## src/rtl/tqm_pkg.sv

```systemverilog
package tqm_pkg;
  localparam int NQ  = 4;            // quarters per main period
  localparam int QW  = $clog2(NQ);
  localparam int NT  = 5;            // defined transform sets
  localparam int TW  = 3;            // selector width
  localparam int CW  = 9;            // coefficient width (unsigned)

  typedef logic [QW-1:0] quarter_t;
  typedef logic [TW-1:0] tsel_t;
  typedef logic [CW-1:0] coef_t;

  function automatic coef_t coef_of(input tsel_t t, input quarter_t q);
    coef_t c;
    case ({t, q})
      {3'd0, 2'd0}: c = 9'd64;
      {3'd0, 2'd1}: c = 9'd83;
      {3'd0, 2'd2}: c = 9'd64;
      {3'd0, 2'd3}: c = 9'd36;
      {3'd1, 2'd0}: c = 9'd29;
      {3'd1, 2'd1}: c = 9'd74;
      {3'd1, 2'd2}: c = 9'd84;
      {3'd1, 2'd3}: c = 9'd55;
      {3'd2, 2'd0}: c = 9'd84;
      {3'd2, 2'd1}: c = 9'd74;
      {3'd2, 2'd2}: c = 9'd55;
      {3'd2, 2'd3}: c = 9'd29;
      {3'd3, 2'd0}: c = 9'd194;
      {3'd3, 2'd1}: c = 9'd336;
      {3'd3, 2'd2}: c = 9'd269;
      {3'd3, 2'd3}: c = 9'd117;
      {3'd4, 2'd0}: c = 9'd219;
      {3'd4, 2'd1}: c = 9'd117;
      {3'd4, 2'd2}: c = 9'd194;
      {3'd4, 2'd3}: c = 9'd72;
      default:      c = '0;
    endcase
    return c;
  endfunction
endpackage

```

## src/rtl/tqm_phase_ctl.sv

```systemverilog
module tqm_phase_ctl
  import tqm_pkg::*;
(
  input  logic     clk,
  input  logic     rst_n,
  input  logic     strobe,
  input  logic     start,
  output quarter_t phase,
  output logic     run,
  output logic     done
);
  localparam quarter_t LAST = quarter_t'(NQ - 1);

  assign done = run && (phase == LAST);

  always_ff @(posedge clk or negedge rst_n) begin
    if (!rst_n) begin
      phase <= '0;
      run   <= 1'b0;
    end else if (strobe) begin
      phase <= '0;
      run   <= start;
    end else if (run) begin
      phase <= phase + quarter_t'(1);
      if (phase == LAST) run <= 1'b0;
    end
  end

  // quarters advance one per fast edge while a group runs
  a_r2_phase_step: assert property (@(posedge clk) disable iff (!rst_n)
    (run && !strobe && phase != LAST) |=> (run && phase == $past(phase) + quarter_t'(1)));

  // an early strobe restarts at quarter 0
  a_r7_restart: assert property (@(posedge clk) disable iff (!rst_n)
    strobe |=> (phase == '0));
endmodule

```

## src/rtl/tqm_coef_sel.sv

```systemverilog
module tqm_coef_sel
  import tqm_pkg::*;
(
  input  tsel_t    tsel,
  input  quarter_t quarter,
  output coef_t    coef
);
  assign coef = coef_of(tsel, quarter);
endmodule

```

## src/rtl/tqm_shift_add.sv

```systemverilog
module tqm_shift_add
  import tqm_pkg::*;
#(
  parameter int SAMPLE_W = 10,
  localparam int PW = SAMPLE_W + CW
)(
  input  logic                clk,
  input  logic                rst_n,
  input  logic [SAMPLE_W-1:0] sample,
  input  coef_t               coef,
  output logic [PW-1:0]       prod
);
  logic [PW-1:0] sext;
  logic [PW-1:0] part [CW];

  assign sext = {{(PW-SAMPLE_W){sample[SAMPLE_W-1]}}, sample};

  for (genvar k = 0; k < CW; k++) begin : g_term
    assign part[k] = coef[k] ? (sext << k) : '0;
  end

  always_comb begin
    prod = '0;
    for (int k = 0; k < CW; k++) prod = prod + part[k];
  end

  // a zero coefficient must yield a zero product
  a_r6_zero_coef: assert property (@(posedge clk) disable iff (!rst_n)
    (coef == '0) |-> (prod == '0));
endmodule

```

## src/rtl/tqm_bank.sv

```systemverilog
module tqm_bank
  import tqm_pkg::*;
#(
  parameter int PW = 19
)(
  input  logic                 clk,
  input  logic                 rst_n,
  input  logic                 run,
  input  logic                 done,
  input  quarter_t             phase,
  input  logic [PW-1:0]        prod,
  output logic                 out_valid,
  output logic [NQ-1:0][PW-1:0] out_prod
);
  logic [PW-1:0] hold [NQ-1];

  always_ff @(posedge clk or negedge rst_n) begin
    if (!rst_n) begin
      for (int q = 0; q < NQ-1; q++) hold[q] <= '0;
      out_prod  <= '0;
      out_valid <= 1'b0;
    end else begin
      out_valid <= done;
      for (int q = 0; q < NQ-1; q++)
        if (run && phase == quarter_t'(q)) hold[q] <= prod;
      if (done) begin
        for (int q = 0; q < NQ-1; q++) out_prod[q] <= hold[q];
        out_prod[NQ-1] <= prod;
      end
    end
  end

  // the ready pulse lasts one cycle
  a_r3_single_pulse: assert property (@(posedge clk) disable iff (!rst_n)
    out_valid |=> !out_valid);

  // products move only as a group with the pulse
  a_r4_group_hold: assert property (@(posedge clk) disable iff (!rst_n)
    !out_valid |-> $stable(out_prod));
endmodule

```

## src/rtl/tdm_quad_mult.sv

```systemverilog
module tdm_quad_mult
  import tqm_pkg::*;
#(
  parameter int SAMPLE_W = 10,
  localparam int PW = SAMPLE_W + CW
)(
  input  logic                  clk,
  input  logic                  rst_n,
  input  logic                  strobe,
  input  logic                  in_valid,
  output logic                  in_ready,
  input  logic [SAMPLE_W-1:0]   sample,
  input  logic [2:0]            tsel,
  output logic                  out_valid,
  output logic [3:0][PW-1:0]    out_prod
);
  logic [SAMPLE_W-1:0] smp_q;
  tsel_t               tid_q;
  quarter_t            phase;
  logic                run, done, take;
  coef_t               coef;
  logic [PW-1:0]       prod;

  assign in_ready = strobe;
  assign take     = strobe && in_valid;

  always_ff @(posedge clk or negedge rst_n) begin
    if (!rst_n) begin
      smp_q <= '0;
      tid_q <= '0;
    end else if (take) begin
      smp_q <= sample;
      tid_q <= tsel;
    end
  end

  tqm_phase_ctl u_ctl (
    .clk(clk), .rst_n(rst_n), .strobe(strobe), .start(take),
    .phase(phase), .run(run), .done(done)
  );

  tqm_coef_sel u_coef (.tsel(tid_q), .quarter(phase), .coef(coef));

  tqm_shift_add #(.SAMPLE_W(SAMPLE_W)) u_mul (
    .clk(clk), .rst_n(rst_n), .sample(smp_q), .coef(coef), .prod(prod)
  );

  tqm_bank #(.PW(PW)) u_bank (
    .clk(clk), .rst_n(rst_n), .run(run), .done(done), .phase(phase),
    .prod(prod), .out_valid(out_valid), .out_prod(out_prod)
  );

  // operands stay fixed while the quarters run
  a_r1_operand_hold: assert property (@(posedge clk) disable iff (!rst_n)
    (run && !strobe) |=> ($stable(smp_q) && $stable(tid_q)));

  // a strobe without a sample leaves the engine idle
  a_r8_no_start: assert property (@(posedge clk) disable iff (!rst_n)
    (strobe && !in_valid) |=> !run);
endmodule

```

## config.mk

```make
export PLATFORM = sky130hd
export DESIGN_NAME = tdm_quad_mult
export DESIGN_NICKNAME = d
export VERILOG_FILES = /design/src/rtl/tqm_pkg.sv /design/src/rtl/tqm_phase_ctl.sv /design/src/rtl/tqm_coef_sel.sv /design/src/rtl/tqm_shift_add.sv /design/src/rtl/tqm_bank.sv /design/src/rtl/tdm_quad_mult.sv
export SDC_FILE = /design/constraint.sdc
export NUM_CORES = 1
export LEC_CHECK = 0
export ABC_AREA = 1
export CAP_MARGIN = 20
export CORE_AREA = 2 2 159 130
export DETAILED_ROUTE_END_ITERATION = 7
export DIE_AREA = 0 0 161 132
export PLACE_DENSITY = 0.72
export SYNTH_ARGS = -nofsm -noshare
export SYNTH_HDL_FRONTEND = slang
export SYNTH_HIERARCHICAL = 1
export SYNTH_SLANG_ARGS = --single-unit
```

## constraint.sdc

```tcl
create_clock -name clk -period 7.3 [get_ports clk]
set_input_delay 1.46 -clock clk [delete_from_list [all_inputs] [get_ports clk]]
set_output_delay 1.46 -clock clk [all_outputs]
set_load 0.03 [all_outputs]
```

==> results of run 1 <==
## worst paths after layout
path                                       end  slack, ns  cells after the start
min reg2reg                    u_bank/hold[17]       0.47                      2
min in group asynchronous     u_bank/out_valid       1.06                      1
max in group asynchronous  u_bank/out_prod[54]       4.80                      2
min                            u_bank/hold[17]       0.47                      2
max                            u_bank/hold[36]       1.33                     24
max reg2reg                    u_bank/hold[36]       1.33                     24
## tightest hold or removal path: stages (launching register included)
cell and delay [ns]:
dfrtp_1 0.34, nand2_1 0.05, nand2_1 0.05
## layout make-up
type | instances | area share
repair buffers | 104 | 0.0889
inverters | 247 | 0.0811
flip-flops and latches | 150 | 0.328
multi-input cells | 762 | 0.424
well taps | 264 | 0.0289
clock buffers | 22 | 0.0388
clock inverters | 10 | 0.0107
## report_power, final
group          total (mW)  switching [mW]  internal, mW
logic                2.05            1.38         0.669
registers            1.11           0.119         0.993
clock network       0.864           0.357         0.507
total                4.03            1.86          2.17
## stage by stage
| stage | total power [mW] | cell area (µm²) |
|---|---|---|
| CTS | 4.02 | 11400 |
| floorplan | 2.52 | 9900 |
| global route | 4.36 | 11400 |
| detailed placement | 3.13 | 10900 |
| finish | 4.03 | 11400 |
| global placement | 3.08 | 10900 |
## state kept, by name, indices dropped and copies added, names as in the netlist
register,flops
smp_q,10
tid_q,3
u_bank/hold,57
u_bank/out_prod,76
u_bank/out_valid,1
u_ctl/phase,2
u_ctl/run,1
## synthesized netlist by cell type (6+ instances only)
cell,number
fa_1,78
dfrtp_1,150
buf_6,9
ha_1,32
a21oi_1,6
buf_4,13
o21ai_0,80
inv_1,243
nand4_1,42
buf_2,14
nor2_1,24
clkbuf_1,25
nand2_1,406
nand2_2,7
nand3_1,58
xor2_1,6
## kinds of logic after synthesis
| family | share of synthesized area |
|---|---|
| AND/OR/NAND/NOR | 0.232 |
| buffers and inverters | 0.131 |
| flip-flops | 0.379 |
| adder cells (fa/ha/maj) | 0.198 |
| AO/OA/AOI/OAI | 0.0504 |
| XOR/XNOR | 0.00973 |
## per-layer routing
layer,routed length (µm),vias to the layer above,GRT usage,part of all wire
li1,-,3798,-,-
met1,10700,3845,0.326,0.47
met2,10400,256,0.354,0.45
met3,1240,43,0.0381,0.054
met4,561,0,0.0774,0.025
met5,0,-,0,0
==> impl_results.md, run 1 <==
- Routed Wire Length: about 23 mm
- EDFF count, synth: 0
- Tcrit/Tclk final: 0.817
- CP max FO: 10
- Drt first pass iters: 6
- Number of nets with antenna violations after routing: 0
- PwrDens: about 350 nW/µm²
- Distinct cell type count after synthesis: 31
- Fillers: around 1,700
- Worst EP arrival: around 6.3 ns
- Actual slew at the worst max-slew pin: about 0.93 ns
- Clk slew on worst S/H paths: about 0.070 ns
- Crit path max-delay family: adder cells
- Clk_lat worst skew: around 0.42 ns
- CP dominant cell by count: nand2_1
- Max-Cap Viols: 0
- Crit-path slowest cell: fa_1
- Ys flop type: dfrtp_1
- CTS Buffer Depth: 2
- Final Hold Fails: 0
- Fin Hold WS: ~0.47 ns
- Synth warn: 6
- Dominant cells by area after synthesis: dfrtp_1 (38%), fa_1 (16%), nand2_1 (15%), inv_1 (9.2%), ha_1 (4.0%)
- # placed instances: 1,527
- DRC: 0
- FF+latch count, synth: 150
- Via count: 7,942
- CP cell instances: inv_1, ha_1, inv_1, nand2_1, nand2_1, nand2_1, nand3_1, nand2_1, fa_1, inv_1, fa_1, fa_1, inv_1, fa_1, inv_1, ha_1, nand2_1, nor2_1, nand3_1, nand3_1, nand2_1, nand2_1, nand4_1, nand2_1
- CP bufs+invs: 5
- CTS tree: yes
- PortBufs: 94
- Peak supply drop: roughly 0.24 mV
- Final Setup Violations: 0
- Vias/cell: about 5
- Fin util: 0.585
- Total CTS buffers: 17
- Io pins: 95
- Diodes inserted: 0
- Die height: around 130 µm
- Area growth from synthesis to layout: 15.7%
- HP Start: u_bank/hold[17]
- Critical Path RT: between 7 and 8 ns
- Syn avg cell area: between 8 and 9 µm²
- Setup Crit Path Kind: reg -> reg
- Total nets after synthesis: about 1,300
- FP Rows: between 40 and 50
- Area of the multi-input gates: between 4000 and 5000 µm²
- Commonest non-fill, non-tap cell in the layout: nand2_1
- Worst R2R Start: u_ctl/phase[1]
- Seq/Total Area, Yosys: 0.379
- First-pass GRT wire length: approximately 39 mm
- Ratio of cells with drive above 1 in the final layout: 0.0463
- Max_slew headroom: 0.380
- Crit path largest cell delay: 0.63 ns
- Die width: approximately 160 µm
- Gate Count Post-Synth: 1,221
- Worst setup margin: around 1.3 ns
- CTS sink count: 150
- Initial antenna violation count: 0
- Vias in the first global route: about 7,900
- Setup_tns: 0 ns
- Yosys top cell by area: dfrtp_1
- Commonest cells after routing, fill and taps aside: nand2_1 (406), inv_1 (242), dfrtp_1 (149)
- Post-CTS setup-driven buffer insertion count: 0
- Global route overflow: 0
- Post-route minimum period: between 5 and 6 ns
- Drt wl/cell: ~15 µm
- Largest net degree at the start of global routing: slightly below 100
- Worst setup EP type: flip-flop
- Slew Limit Fails: 0
- Hold Path Class: reg -> reg
- FF/Latch Area: between 3000 and 4000 µm²
- Die outline area: between 20,000 and 25,000 µm²
- Asr flop ratio synth: 1.00
- CP startpoint: u_ctl/phase[1]
- Post-Syn Area: roughly 10000 µm²
- Fin cells: 1,559
- Placer Congestion: 0.894
- Post-CTS resize count: 0
- H-tree levels: 4
- Hold buffers post-CTS: 0
- Worst Skew: a little over 0.009 ns
- Pre-CTS setup slack: around 1.5 ns
- Synth top area share: 0.379
- Initial DRC count: 695
- GRT Resource Usage Total: 0.227
- Status: completed
- Pleak: ~6.1 nW
- Fmax: ~170 MHz
- Initial core utilization: 0.506
- CTS Root Cell: clkbuf_16
- HPWL after detailed placement: about 16 mm
- Core ar.: just under 20,000 µm²
- RSZ-0062 raised after global routing: no
- Worst Setup Start Kind: flip-flop
- Final #Nets: around 1,400
(Power assumes the default switching activity.)
==> run 2, diff against run 1 <==
PLACE_DENSITY = 0.74   (was 0.72)
clock period = 4.95 ns   (was 7.3 ns; I/O delays follow)
==> run 2 against run 1 <==
Compared with the run above: fmax rose by 18%; register-to-register slack got worse by 1.4 ns; setup slack worse by 1.4 ns; the run now ends with negative setup slack left.
==> impl_results.md, run 2 (synthesis gave the netlist of run 1 again) <==
- DRC: 0 (unchanged)
- Pleak: 6.62 nW (+8.1%)
- Pwr Total: 7.61 mW (+89%)
- Drt wl/cell: 15.4 µm (+4.7%)
- Io pins: 95 (unchanged)
- Hold path endpoint: u_bank/hold[22]
- Vias/cell: 5.11 (+0.25%)
- Global route overflow: 0 (unchanged)
- Diodes inserted: 0 (unchanged)
- CTS tree: yes
- Worst Skew: 0.0113 ns (+0.00217 ns)
- R2R setup slack: -0.11 ns (-1.44 ns)
- CTS sink count: 150 (unchanged)
- Critical Path RT: 5.32 ns (-2.33 ns)
- Worst setup margin: -0.110 ns (-1.44 ns)
- RSZ-0062 raised after global routing: yes
- Max reg flops: 76 (unchanged)
- Sw Share: 0.458 (-0.00346)
- Fin cells: 1,637 (+5.0%)
- Via count: 8,360 (+5.3%)
- # placed instances: 1,583 (+3.7%)
- Max_slew headroom: 0.364 (-0.0154)
- PwrDens: 598 nW/µm² (+70%)
- Final #Nets: 1,487 (+5.5%)
- FP Rows: 46 (unchanged)
- FF-to-FF path depth: 23 (-4.2%)
- HPWL after detailed placement: 16.6 mm (+3.2%)
- PortBufs: 94 (unchanged)
- Initial DRC count: 714 (+2.7%)
- Hold Path Class: reg -> reg
- Initial core utilization: 0.506 (unchanged)
- H-tree levels: 4 (unchanged)
- Vias in the first global route: 8,186 (+4.3%)
- Clk_lat worst skew: 0.43 ns (about the same)
- Drt first pass iters: 5 (-1)
- Worst EP arrival: 5.43 ns (-0.89 ns)
- Psw: 3.48 mW (+88%)
- Worst r2r dst: u_bank/hold[51]
- CTS Root Cell: clkbuf_16
- Core ar.: 19,600 µm² (unchanged)
- Fmax: 198 MHz (+18%)
- GRT Resource Usage Total: 0.237 (+0.00910)
- Die width: 161 µm (unchanged)
- Pint: 4.13 mW (+90%)
- Worst R2R Start: u_ctl/phase[0]
- Tcrit/Tclk final: 1.02 (+0.205)
- Die height: 132 µm (unchanged)
- Actual slew at the worst max-slew pin: 0.954 ns (+0.0231 ns)
- Fin Hold WS: 0.469 ns (-0.00192 ns)
- Final Hold Fails: 0 (unchanged)
- Fin util: 0.651 (+0.0661)
- Final Setup Violations: 21 (+21)
- Post-route minimum period: 5.06 ns (-0.905 ns)
- Commonest cells after routing, fill and taps aside: nand2_1 (367), inv_1 (216), dfrtp_1 (145)
- Failing checks: negative setup slack
- CTS Buffer Depth: 2 (unchanged)
- CP max FO: 5 (-5)
- Commonest non-fill, non-tap cell in the layout: nand2_1
- Biggest register: u_bank/out_prod
- Leading registers by flop count: u_bank/out_prod x76, u_bank/hold x57, smp_q x10
- Number of nets with antenna violations after routing: 0 (unchanged)
- Clk slew on worst S/H paths: 0.07 ns (about the same)
- Clock power share: 0.171 (-0.044)
- Max-Cap Viols: 0 (unchanged)
- Status: finished, violations left
- Die outline area: 21,300 µm² (unchanged)
- Combinational share of power: 0.613 (+0.104)
- Largest net degree at the start of global routing: 105 (+8.2%)
- Slew Limit Fails: 0 (unchanged)
- Routed Wire Length: 25.1 mm (+10%)
- Area growth from synthesis to layout: 28.7%
- Initial antenna violation count: 0 (unchanged)
- Setup Crit Path Kind: reg -> reg
- Peak supply drop: 0.602 mV (+150%)
- HP Start: u_bank/hold[22]
- Pre-CTS setup slack: -0.241 ns (-1.73 ns)
- Worst Setup Start Kind: flip-flop
- Total CTS buffers: 17 (unchanged)
- Ratio of cells with drive above 1 in the final layout: 0.195 (+0.149)
- First-pass GRT wire length: 40.4 mm (+3.5%)
- Hold buffers post-CTS: 0 (unchanged)
- Worst setup EP type: flip-flop
- Sequential Power Share: 0.216 (-0.060)
- Hold Crit Depth: 2 (unchanged)
- Placer Congestion: 0.884 (-1.1%)
[run 2: changes by cell type in the layout (fill, tap and decap cells not counted), sizes merged]
| cell | delta |
|---|---|
| buf | +78 |
| bufinv | -1 |
| clkinv | +2 |
| clkbuf | -4 |
| clkinvlp | -2 |
| inv | +5 |
[run 2: metrics by stage]
step	area, µm²	setup TNS [ns]
after floorplan	9920	0
after global placement	11300	-2.16
after detailed placement	11300	-4.26
after CTS	12100	0
after global routing	12700	-8.49
final	12700	-1.06
[run 2: how the worst max path moves through the flow]
stage | startpoint | to | slack, ns | cells past startpoint
3_3_place_gp | u_ctl/phase[0] | u_bank/hold[14] | -0.21 | 27
3_5_place_dp | u_ctl/phase[0] | u_bank/hold[52] | -0.24 | 27
2_1_floorplan | u_ctl/phase[0] | u_bank/hold[18] | 0.002 | 26
6_report | u_ctl/phase[0] | u_bank/hold[51] | -0.11 | 23
5_1_grt | u_ctl/phase[0] | u_bank/hold[33] | -0.31 | 25
4_1_cts | u_ctl/phase[0] | u_bank/out_prod[74] | 0.0006 | 28
[run 2: area by class of cell]
class	count	area, µm²
repair buffers	182	1720
clock inverters	14	153
multi-input cells	762	5400
well taps	264	330
clock buffers	18	439
inverters	247	938
fillers	1500	6830
flip-flops and latches	150	3760
[run 2: repair_timing]
action | in CTS | in global routing
pin swaps | 26 | 82
endpoints found under the setup margin | 44 | 45
gates resized for setup | 41 | 132
setup buffers | 7 | 14
hold endpoints to repair | 0 | 0
[run 2: power groups by stage]
| stage | combinational, mW | clock (mW) | sequential (mW) |
|---|---|---|---|
| global route | 5.07 | 1.37 | 1.67 |
| finish | 4.67 | 1.30 | 1.64 |
| floorplan | 2.05 | 0 | 1.66 |
| CTS | 3.75 | 1.32 | 1.64 |
| global placement | 3.34 | 0 | 1.64 |
| detailed placement | 3.40 | 0 | 1.65 |
[run 2: per-layer routing]
metal / GRT usage / share of wire
met1: 0.337 / 0.44
met5: 0 / 0
met4: 0.0655 / 0.025
met2: 0.377 / 0.47
met3: 0.0396 / 0.071
[run 2: worst max-delay path, stage by stage (launching register included)]
cell     delay, ns
dfrtp_2       0.46
buf_4         0.15
ha_1          0.20
nand2_1       0.12
nand3_2       0.11
nand3_4       0.14
buf_6         0.14
nand2_2       0.05
inv_2         0.07
fa_1          0.45
fa_1          0.55
fa_1          0.58
inv_2         0.05
fa_1          0.51
inv_2         0.05
ha_4          0.27
a21oi_4       0.16
nand2_2       0.13
buf_4         0.17
a21oi_2       0.13
xnor2_1       0.13
buf_4         0.18
nand3_1       0.09
nand2_1       0.11
